File: src/rtl/tmr_irq_router.sv
module tmr_irq_router #(
  parameter int NCH       = 4,
  parameter int NLINES    = 32,
  parameter int RTC_LINE  = 8,
  parameter int LEG0_LINE = 0,
  parameter int LEG1_LINE = 8
) (
  input  logic                  clk,
  input  logic                  rst_n,
  input  logic                  glob_en,
  input  logic                  legacy_en,
  input  logic                  rtc_irq,
  input  logic [NCH-1:0]        ch_event,
  input  logic [NCH-1:0]        ch_en,
  input  logic [NCH-1:0]        ch_level,
  input  logic [NCH-1:0]        ch_msg_en,
  input  logic [NCH*5-1:0]      ch_route,
  input  logic [NCH*64-1:0]     ch_msg_cfg,
  input  logic                  sts_wr,
  input  logic [NCH-1:0]        sts_wdata,
  output logic [NCH-1:0]        sts_q,
  output logic [NLINES-1:0]     irq_out,
  output logic                  msg_req,
  output logic [31:0]           msg_addr,
  output logic [31:0]           msg_data
);
  localparam int RW = 5;

  logic [NCH-1:0] pulse_q, msg_en_q, sts_n, pulse_n;
  logic           req_n;
  logic [31:0]    addr_n, data_n;
  logic [RW-1:0]  route_eff [NCH];

  for (genvar i = 0; i < NCH; i++) begin : g_route
    if (i == 0) begin : g_l0
      assign route_eff[i] = legacy_en ? RW'(LEG0_LINE) : ch_route[i*RW +: RW];
    end else if (i == 1) begin : g_l1
      assign route_eff[i] = legacy_en ? RW'(LEG1_LINE) : ch_route[i*RW +: RW];
    end else begin : g_plain
      assign route_eff[i] = ch_route[i*RW +: RW];
    end
  end

  always_comb begin
    sts_n   = sts_q;
    pulse_n = '0;
    req_n   = 1'b0;
    addr_n  = msg_addr;
    data_n  = msg_data;
    for (int i = 0; i < NCH; i++) begin
      if (sts_wr && sts_wdata[i]) sts_n[i] = 1'b0;
      if (ch_msg_en[i] && !msg_en_q[i]) sts_n[i] = 1'b0;
      if (ch_event[i]) begin
        if (!glob_en || !ch_en[i]) begin
          sts_n[i] = 1'b0;
        end else if (ch_msg_en[i]) begin
          if (!req_n) begin
            req_n  = 1'b1;
            addr_n = ch_msg_cfg[i*64+32 +: 32];
            data_n = ch_msg_cfg[i*64 +: 32];
          end
        end else if (ch_level[i]) begin
          sts_n[i] = 1'b1;
        end else begin
          sts_n[i]   = 1'b0;
          pulse_n[i] = 1'b1;
        end
      end
    end
  end

  always_ff @(posedge clk) begin
    if (!rst_n) begin
      sts_q    <= '0;
      pulse_q  <= '0;
      msg_en_q <= '0;
      msg_req  <= 1'b0;
      msg_addr <= '0;
      msg_data <= '0;
    end else begin
      sts_q    <= sts_n;
      pulse_q  <= pulse_n;
      msg_en_q <= ch_msg_en;
      msg_req  <= req_n;
      msg_addr <= addr_n;
      msg_data <= data_n;
    end
  end

  always_comb begin
    irq_out = '0;
    for (int i = 0; i < NCH; i++)
      if (sts_q[i] || pulse_q[i]) irq_out[route_eff[i]] = 1'b1;
    if (rtc_irq && !legacy_en) irq_out[RTC_LINE] = 1'b1;
  end
endmodule


File: config.mk
export PLATFORM = sky130hd
export DESIGN_NAME = tmr_irq_router
export DESIGN_NICKNAME = d
export VERILOG_FILES = /design/src/rtl/tmr_irq_router.sv
export SDC_FILE = /design/constraint.sdc
export NUM_CORES = 1
export LEC_CHECK = 0
export BUFFER_PORTS_ARGS = -buffer_cell sky130_fd_sc_hd__buf_2
export CELL_PAD_IN_SITES_DETAIL_PLACEMENT = 1
export CELL_PAD_IN_SITES_GLOBAL_PLACEMENT = 2
export CORE_ASPECT_RATIO = 1.1
export CORE_MARGIN = 1.5
export CORE_UTILIZATION = 21
export DETAILED_ROUTE_END_ITERATION = 10
export PLACE_DENSITY = 0.95
export SYNTH_ARGS = -nofsm -noshare
export SYNTH_HDL_FRONTEND = slang
export SYNTH_SLANG_ARGS = --single-unit
File: constraint.sdc
create_clock -name clk -period 3 [get_ports clk]
set_input_delay 0.3 -clock clk [delete_from_list [all_inputs] [get_ports clk]]
set_output_delay 0.3 -clock clk [all_outputs]
set_load 0.02 [all_outputs]
==> results.yml, run 1 <==
setup_path:
  timing_worst_setup_path_type: "reg2out"
  cp.arrival_ps: 2180
  crit_slowest_cell: "nor2_1"
  timing.rr.start: "sts_q[0]"
  cp.depth: 5
  rrSetupSlack_ps: 1990
  end_kind: "output pin"
  cp_cell_sequence: "o21bai_1 -> nor2_1 -> o21ai_0 -> o211ai_1 -> buf_2"
  cpPeakStageDelay_ps: 570
  critPathBufInv: 1
  reg2regPathDepth: 3
  path_delay_family: "compound AO/OA/AOI/OAI gates"
  worstReg2RegEnd: "sts_q[0]"
  cp-start-kind: "register"
  cp_max_fo: 7
  crit_required_ps: 2700
global_routing:
  grt_max_degree: 109
  grtUsageTotal: 0.230
  antenna_found_initial: 10
  grt_pass1_wl_mm: 46.8
  grt.overflow.total: 0
  grt_pass1_vias: 7788
drt:
  ant_nets: 0
  drt-vias-per-instance: 5.32
  dr.first_iter.drc_count: 490
  drc: 0
  wl_per_cell_um: 22.1
  routed_wl_mm: 32.7
  firstDrtPassIters: 5
  vias: 7852
logic_synthesis:
  ys_seq_elements: 77
  ys_warn_count: 0
  synthCells: 754
  syn_avg_cell_area_um2: 7.24
  synth_nets: 1056
  yosysSeqAreaShare: 0.283
  synth_edf_count: 0
  ys.flop_type: "dfxtp_1"
  synthesis.area_mm2: 0.00546
  synth.distinct_cells: 43
  async_flop_share: 0
floorplan:
  dieHeight_um: 172
  die_width_um: 157
  core_area_mm2: 0.0254
  start_util: 0.215
  ioPinCount: 403
  dieArea_mm2: 0.0270
  rows: 61
clock_tree:
  cts_hold_buffers: 0
  cts_setup_buffers: 0
  cts_buffer_depth: 2
  clk_latency_ps: 330
  tritoncts: "yes"
  cts_resized: 0
  clk_pin_slew_ps: 60
  htree_levels: 3
  cts_num_sinks: 77
  cts_made_buffers: 9
  cts-root-buf: "clkbuf_16"
min_path:
  hold_path_class: "in2reg"
  min_to: "pulse_q[2]"
  hp-start: "ch_level[2]"
  min_path_cells: 2
sta:
  final.period_utilization: 0.825
  worstMarginPinSlew_ps: 838
  final_max_slew_viol_count: 0
  max_clock_freq_ghz: 0.404
  setup_slack_ps: 524
  fin_crit_ps: 2480
  setup_violations: 0
  rsz0062_at_grt: "no"
  slew_headroom: 0.442
  finClkSkew_ps: 3.35
  fin_tns_setup_ps: 0
  hold_violations: 0
pwr:
  power_leakage_nw: 3.54
  peakVddDrop_uv: 241
  p_per_area_mw_per_mm2: 398
  power.total_mw: 3.22
finish:
  drive_gt1_frac: 0.393
  nets: 1421
  n_fill_cell: 3277
  layout_commonest_cell: "buf_2"
  final_cell_area_mm2: 0.00809
  final_cell_mix: "buf_2, nand2_1, nand3_1"
  area_growth_pct: 48.2
placement:
  port-buffer-count: 402
  gp_congestion: 0.963
  pre_cts_ws_ps: 800
  hpwl_mm: 25.3
  postPlaceCellArea_mm2: 0.00773
run_status:
  status: "complete, no violations"
run:
  maxCapViolations: 0
-- metrics by stage --
stage,utilization,std cells,hold slack [ps]
2_1_floorplan,-,754,377
3_3_place_gp,0.304,1454,492
3_5_place_dp,0.304,1454,494
4_1_cts,0.317,1469,123
5_1_grt,0.318,1472,131
6_report,0.318,1477,143
-- synth_stat cells, types with 3 or more instances --
| cell type | number | area [um^2] |
|---|---|---|
| a21oi_1 | 66 | 330 |
| a221o_1 | 6 | 60.1 |
| a22oi_1 | 29 | 218 |
| a31oi_1 | 64 | 400 |
| and2_1 | 5 | 31.3 |
| and3_1 | 5 | 31.3 |
| and3b_1 | 4 | 35.0 |
| and4_1 | 3 | 26.3 |
| buf_1 | 5 | 18.8 |
| buf_2 | 6 | 30.0 |
| buf_4 | 15 | 113 |
| buf_6 | 7 | 78.8 |
| clkbuf_1 | 34 | 128 |
| dfxtp_1 | 77 | 1540 |
| inv_1 | 6 | 22.5 |
| nand2_1 | 99 | 372 |
| nand2b_1 | 5 | 31.3 |
| nand3_1 | 83 | 415 |
| nand4_1 | 5 | 31.3 |
| nor2_1 | 21 | 78.8 |
| nor2b_1 | 5 | 31.3 |
| nor3_1 | 13 | 65.1 |
| nor3b_1 | 10 | 75.1 |
| nor4_1 | 5 | 31.3 |
| o211ai_1 | 11 | 82.6 |
| o21ai_0 | 68 | 340 |
| o21ai_1 | 3 | 15.0 |
| o221ai_1 | 7 | 61.3 |
| o22ai_1 | 7 | 43.8 |
| o2bb2ai_1 | 64 | 561 |
-- report_power, final --
group,leakage (nW),switching (mW),internal [mW],total [mW]
sequential,0.631,0.0378,1.09,1.13
combinational,2.74,0.456,0.339,0.795
clock,0.166,0.483,0.811,1.29
-- worst max path at each step --
| stage | from | to |
|---|---|---|
| CTS | sts_q[0] | irq_out[25] |
| global placement | legacy_en | irq_out[25] |
| detailed placement | glob_en | msg_data[24] |
| finish | sts_q[0] | irq_out[1] |
| floorplan | sts_q[0] | irq_out[2] |
| global route | sts_q[0] | irq_out[9] |
-- metal layers --
| metal | global-route usage | vias up | share of wire |
|---|---|---|---|
| li1 | - | 3646 | - |
| met1 | 0.268 | 3760 | 0.40 |
| met2 | 0.407 | 388 | 0.50 |
| met3 | 0.0622 | 50 | 0.078 |
| met4 | 0.0741 | 8 | 0.023 |
| met5 | 0 | - | 0.0016 |
-- flip-flops by register name (all words and copies together), names as in the netlist --
| name | cells |
|---|---|
| pulse_q | 4 |
| msg_en_q | 4 |
| sts_q | 4 |
| msg_addr | 32 |
| msg_data | 32 |
| msg_req | 1 |
-- cell families (layout without fill, tap and decap cells) --
logic type / count (synthesis) / after routing / share of synthesized area
other: 0 / 8 / 0
DFF: 77 / 77 / 0.283
AOI/OAI and AO/OA: 335 / 335 / 0.402
buffers and inverters: 73 / 442 / 0.0715
and+or+nand+nor: 269 / 269 / 0.244
-- final cells by class --
cell class                      count  area [um^2]  area share
Tap cell                          346          433      0.0535
Antenna cell                        8         20.0     0.00248
Inverter                            6         22.5     0.00279
Timing Repair Buffer              421         2200       0.273
Clock buffer                        9          225      0.0279
Multi-Input combinational cell    604         3530       0.436
Sequential cell                    77         1540       0.191
Clock inverter                      6          113      0.0139
Note: power is estimated with default switching activity, not from simulation.
==> run 2, diff against run 1 <==
Settings changed: CORE_UTILIZATION 21 to 20, PLACE_DENSITY 0.95 to 0.93.
Clock period 3 ns to 2.4 ns, I/O delays scaled along.
==> results.yml, run 2 (synthesized netlist as in run 1, its figures left out) <==
run_status:
  status: "complete, no violations"
setup_path:
  crit_required_ps: 2160
  timing_worst_setup_path_type: "reg2out"
  cpMostUsedCell: "nor2_1"
  crit_slowest_cell: "dfxtp_1"
  timing.rr.start: "sts_q[0]"
  reg2regPathDepth: 3
  rrSetupSlack_ps: 1330
  path_delay_family: "simple AND/OR/NAND/NOR gates"
  critPathBufInv: 1
  cp.arrival_ps: 2120
  cp_cell_sequence: "nor2_1 -> nor2_1 -> nand3_1 -> o221ai_1 -> buf_2"
  cp_max_fo: 7
  startpoint: "sts_q[0]"
  cp.depth: 5
  end_kind: "output pin"
  cpPeakStageDelay_ps: 520
  cp-start-kind: "register"
finish:
  drive_gt1_frac: 0.397
  final_core_util: 0.303
  final_cell_mix: "buf_2, nand2_1, nand3_1"
  layout_commonest_cell: "buf_2"
  area_growth_pct: 49.3
  nets: 1432
  fin_cells: 1494
  largestRegisters: "msg_addr (32), msg_data (32)"
sta:
  fin_tns_setup_ps: 0
  fin_crit_ps: 2360
  rsz0062_at_grt: "no"
  final_max_slew_viol_count: 0
  setup_slack_ps: 43.5
  final.period_utilization: 0.982
  worstMarginPinSlew_ps: 693
  setup_violations: 0
  slew_headroom: 0.531
  max_clock_freq_ghz: 0.424
  finClkSkew_ps: 0.271
  hold_violations: 0
placement:
  pre_cts_ws_ps: 405
  hpwl_mm: 25.4
  dpl.cell_count: 1476
  gp_congestion: 0.968
  port-buffer-count: 402
drt:
  drt-vias-per-instance: 5.28
  vias: 7888
  dr.first_iter.drc_count: 473
  routed_wl_mm: 32.8
  wl_per_cell_um: 21.9
  firstDrtPassIters: 4
  ant_nets: 0
  drc: 0
min_path:
  hp-start: "ch_level[3]"
  min_path_cells: 2
  hold_path_class: "in2reg"
clock_tree:
  cts-root-buf: "clkbuf_16"
  htree_levels: 3
  cts_setup_buffers: 0
  cts_num_sinks: 77
  clk_latency_ps: 350
  cts_buffer_depth: 2
  tritoncts: "yes"
  cts_resized: 0
  cts_made_buffers: 9
  clk_pin_slew_ps: 60
  cts_hold_buffers: 0
floorplan:
  die_width_um: 160
  start_util: 0.203
  ioPinCount: 403
  core_area_mm2: 0.0269
  dieHeight_um: 176
  dieArea_mm2: 0.0283
  rows: 63
global_routing:
  grt_pass1_wl_mm: 48.4
  grt_max_degree: 83
  grt.overflow.total: 0
  grtUsageTotal: 0.224
  grt_pass1_vias: 8085
  antenna_found_initial: 6
pwr:
  peakVddDrop_uv: 319
  p_per_area_mw_per_mm2: 463
  power_leakage_nw: 3.58
run:
  maxCapViolations: 0
[run 2: area by class of cell]
cell class,count,area [um^2]
repair buffers,432,2320
diodes,2,5.00
clock inverters,3,18.8
fillers,3506,18700
inverters,6,22.5
well taps,357,447
flip-flops and latches,77,1540
multi-input cells,604,3530
clock buffers,13,260
[run 2: power breakdown]
group | internal (mW) | switching (mW)
Sequential | 1.37 | 0.0478
Combinational | 0.430 | 0.573
Clock | 0.760 | 0.590
Total | 2.56 | 1.21
[run 2: worst paths after layout]
kind	endpoint
hold reg to reg	sts_q[1]
setup / recovery	irq_out[27]
setup reg to reg	sts_q[0]
hold / removal	pulse_q[3]
[run 2: layer usage]
layer  part of all wire  vias to the layer above  GRT usage
li1                   -                     3658          -
met5            0.00040                        -          0
met3              0.079                       77     0.0599
met1               0.40                     3754      0.264
met2               0.48                      397      0.381
met4              0.039                        2      0.101
[run 2: metrics by stage]
stage               instance area [um^2]  hold slack, ps  total power [mW]
floorplan                           5460             317              1.92
global placement                    7860             437              2.43
detailed placement                  7860             440              2.45
CTS                                 8140            55.9              3.81
global route                        8140            76.0              3.96
finish                              8150            80.0              3.77
==> run 3, diff against run 2 <==
Settings changed: HOLD_SLACK_MARGIN from default to 0.06, SETUP_SLACK_MARGIN from default to 0.1, SLEW_MARGIN from default to 40.
==> results.yml, run 3 (synthesized netlist as in run 1, its figures left out) <==
sta:
  fin_crit_ps: 2210
  setup_violations: 0
  max_clock_freq_ghz: 0.453
  hold_violations: 0
  final_max_slew_viol_count: 0
  fin_tns_setup_ps: 0
  finClkSkew_ps: 0.270
  final.period_utilization: 0.920
  rsz0062_at_grt: "no"
  worstMarginPinSlew_ps: 693
  slew_headroom: 0.531
run_status:
  status: "complete, no violations"
clock_tree:
  cts_setup_buffers: 0
  cts_num_sinks: 77
  clk_latency_ps: 350
  clk_pin_slew_ps: 60
  cts-root-buf: "clkbuf_16"
  tritoncts: "yes"
  cts_made_buffers: 9
  htree_levels: 3
  cts_buffer_depth: 2
drt:
  routed_wl_mm: 32.7
  firstDrtPassIters: 5
  dr.first_iter.drc_count: 537
  ant_nets: 0
  wl_per_cell_um: 21.9
  vias: 7929
  drc: 0
  drt-vias-per-instance: 5.30
setup_path:
  crit_slowest_cell: "dfxtp_1"
  cp.arrival_ps: 1970
  timing_worst_setup_path_type: "reg2out"
  path_delay_family: "simple AND/OR/NAND/NOR gates"
  cp_cell_sequence: "nor2_1 -> nor2_1 -> nand3_2 -> o221ai_1 -> buf_2"
  end_kind: "output pin"
  crit_required_ps: 2160
  cpMostUsedCell: "nor2_1"
  cpPeakStageDelay_ps: 510
  critPathBufInv: 1
  cp-start-kind: "register"
  cp_max_fo: 7
finish:
  area_growth_pct: 49.6
  nets: 1433
  final_core_util: 0.304
  final_cell_mix: "buf_2, nand2_1, nand3_1"
  final_cell_area_mm2: 0.00816
  drive_gt1_frac: 0.398
  largestRegisters: "msg_addr (32), msg_data (32)"
  layout_commonest_cell: "buf_2"
placement:
  postPlaceCellArea_mm2: 0.00786
  hpwl_mm: 25.4
  port-buffer-count: 402
  gp_congestion: 0.968
floorplan:
  dieArea_mm2: 0.0283
  core_area_mm2: 0.0269
  rows: 63
  dieHeight_um: 176
  start_util: 0.203
  die_width_um: 160
  ioPinCount: 403
global_routing:
  grt.overflow.total: 0
  grt.met3_usage: 0.0601
  grtUsageMet1: 0.264
  grt_busiest_layer: "met2"
  grtUsageTotal: 0.225
  grt_max_degree: 83
  grt_pass1_wl_mm: 48.4
  use_met2: 0.381
  grt_pass1_vias: 8097
  antenna_found_initial: 6
pwr:
  p_per_area_mw_per_mm2: 462
  peakVddDrop_uv: 320
  power_leakage_nw: 3.58
  power.total_mw: 3.77
run:
  maxCapViolations: 0
min_path:
  hold_path_class: "in2reg"
run 3: cell types whose count changed in the layout (fill, tap and decap cells not counted), sizes merged:
cell         previous run  this run
dlygate4sd3             0         1
run 3: routing by layer:
layer	vias up	share of wire
met3	78	0.082
met2	431	0.48
li1	3664	-
met4	2	0.039
met1	3754	0.40
met5	-	0.00040
run 3: timing repair:
item / CTS / global route
resized for setup: 0 / 2
hold buffers: 1 / 0
endpoints found under the hold margin: 1 / 0
setup endpoints to repair: 0 / 4
run 3: cell type report:
type / count / area, um^2
Antenna cell: 2 / 5.00
Clock buffer: 13 / 260
Inverter: 6 / 22.5
Timing Repair Buffer: 433 / 2330
Clock inverter: 3 / 18.8
Fill cell: 3505 / 18700
Multi-Input combinational cell: 604 / 3530
Sequential cell: 77 / 1540
Tap cell: 357 / 447
run 3: final timing paths:
check | endpoint | slack (ps) | cells past startpoint | startpoint
worst min register to register | sts_q[1] | 550 | 2 | msg_en_q[1]
worst max register to register | sts_q[0] | 1340 | 3 | sts_q[0]
worst max-delay path | irq_out[27] | 190 | 5 | sts_q[0]
worst min-delay path | pulse_q[2] | 80 | 2 | ch_level[2]
run 3: through the flow:
stage               hold slack [ps]  cells  worst slack (ps)
global placement                437   1476               460
floorplan                       317    754               598
finish                         81.8   1495               191
global route                   76.0   1493               161
CTS                            60.7   1493               101
detailed placement              440   1476               405
run 3: where the power goes:
| part | internal (mW) | switching (mW) |
|---|---|---|
| logic | 0.431 | 0.574 |
| clock network | 0.759 | 0.587 |
| registers | 1.37 | 0.0479 |
| total | 2.56 | 1.21 |
run 3: worst register-to-register path, stage by stage, from the launching register on:
cell and delay, ps:
dfxtp_1 510, nand3_1 120, a221oi_1 260, a21o_1 120
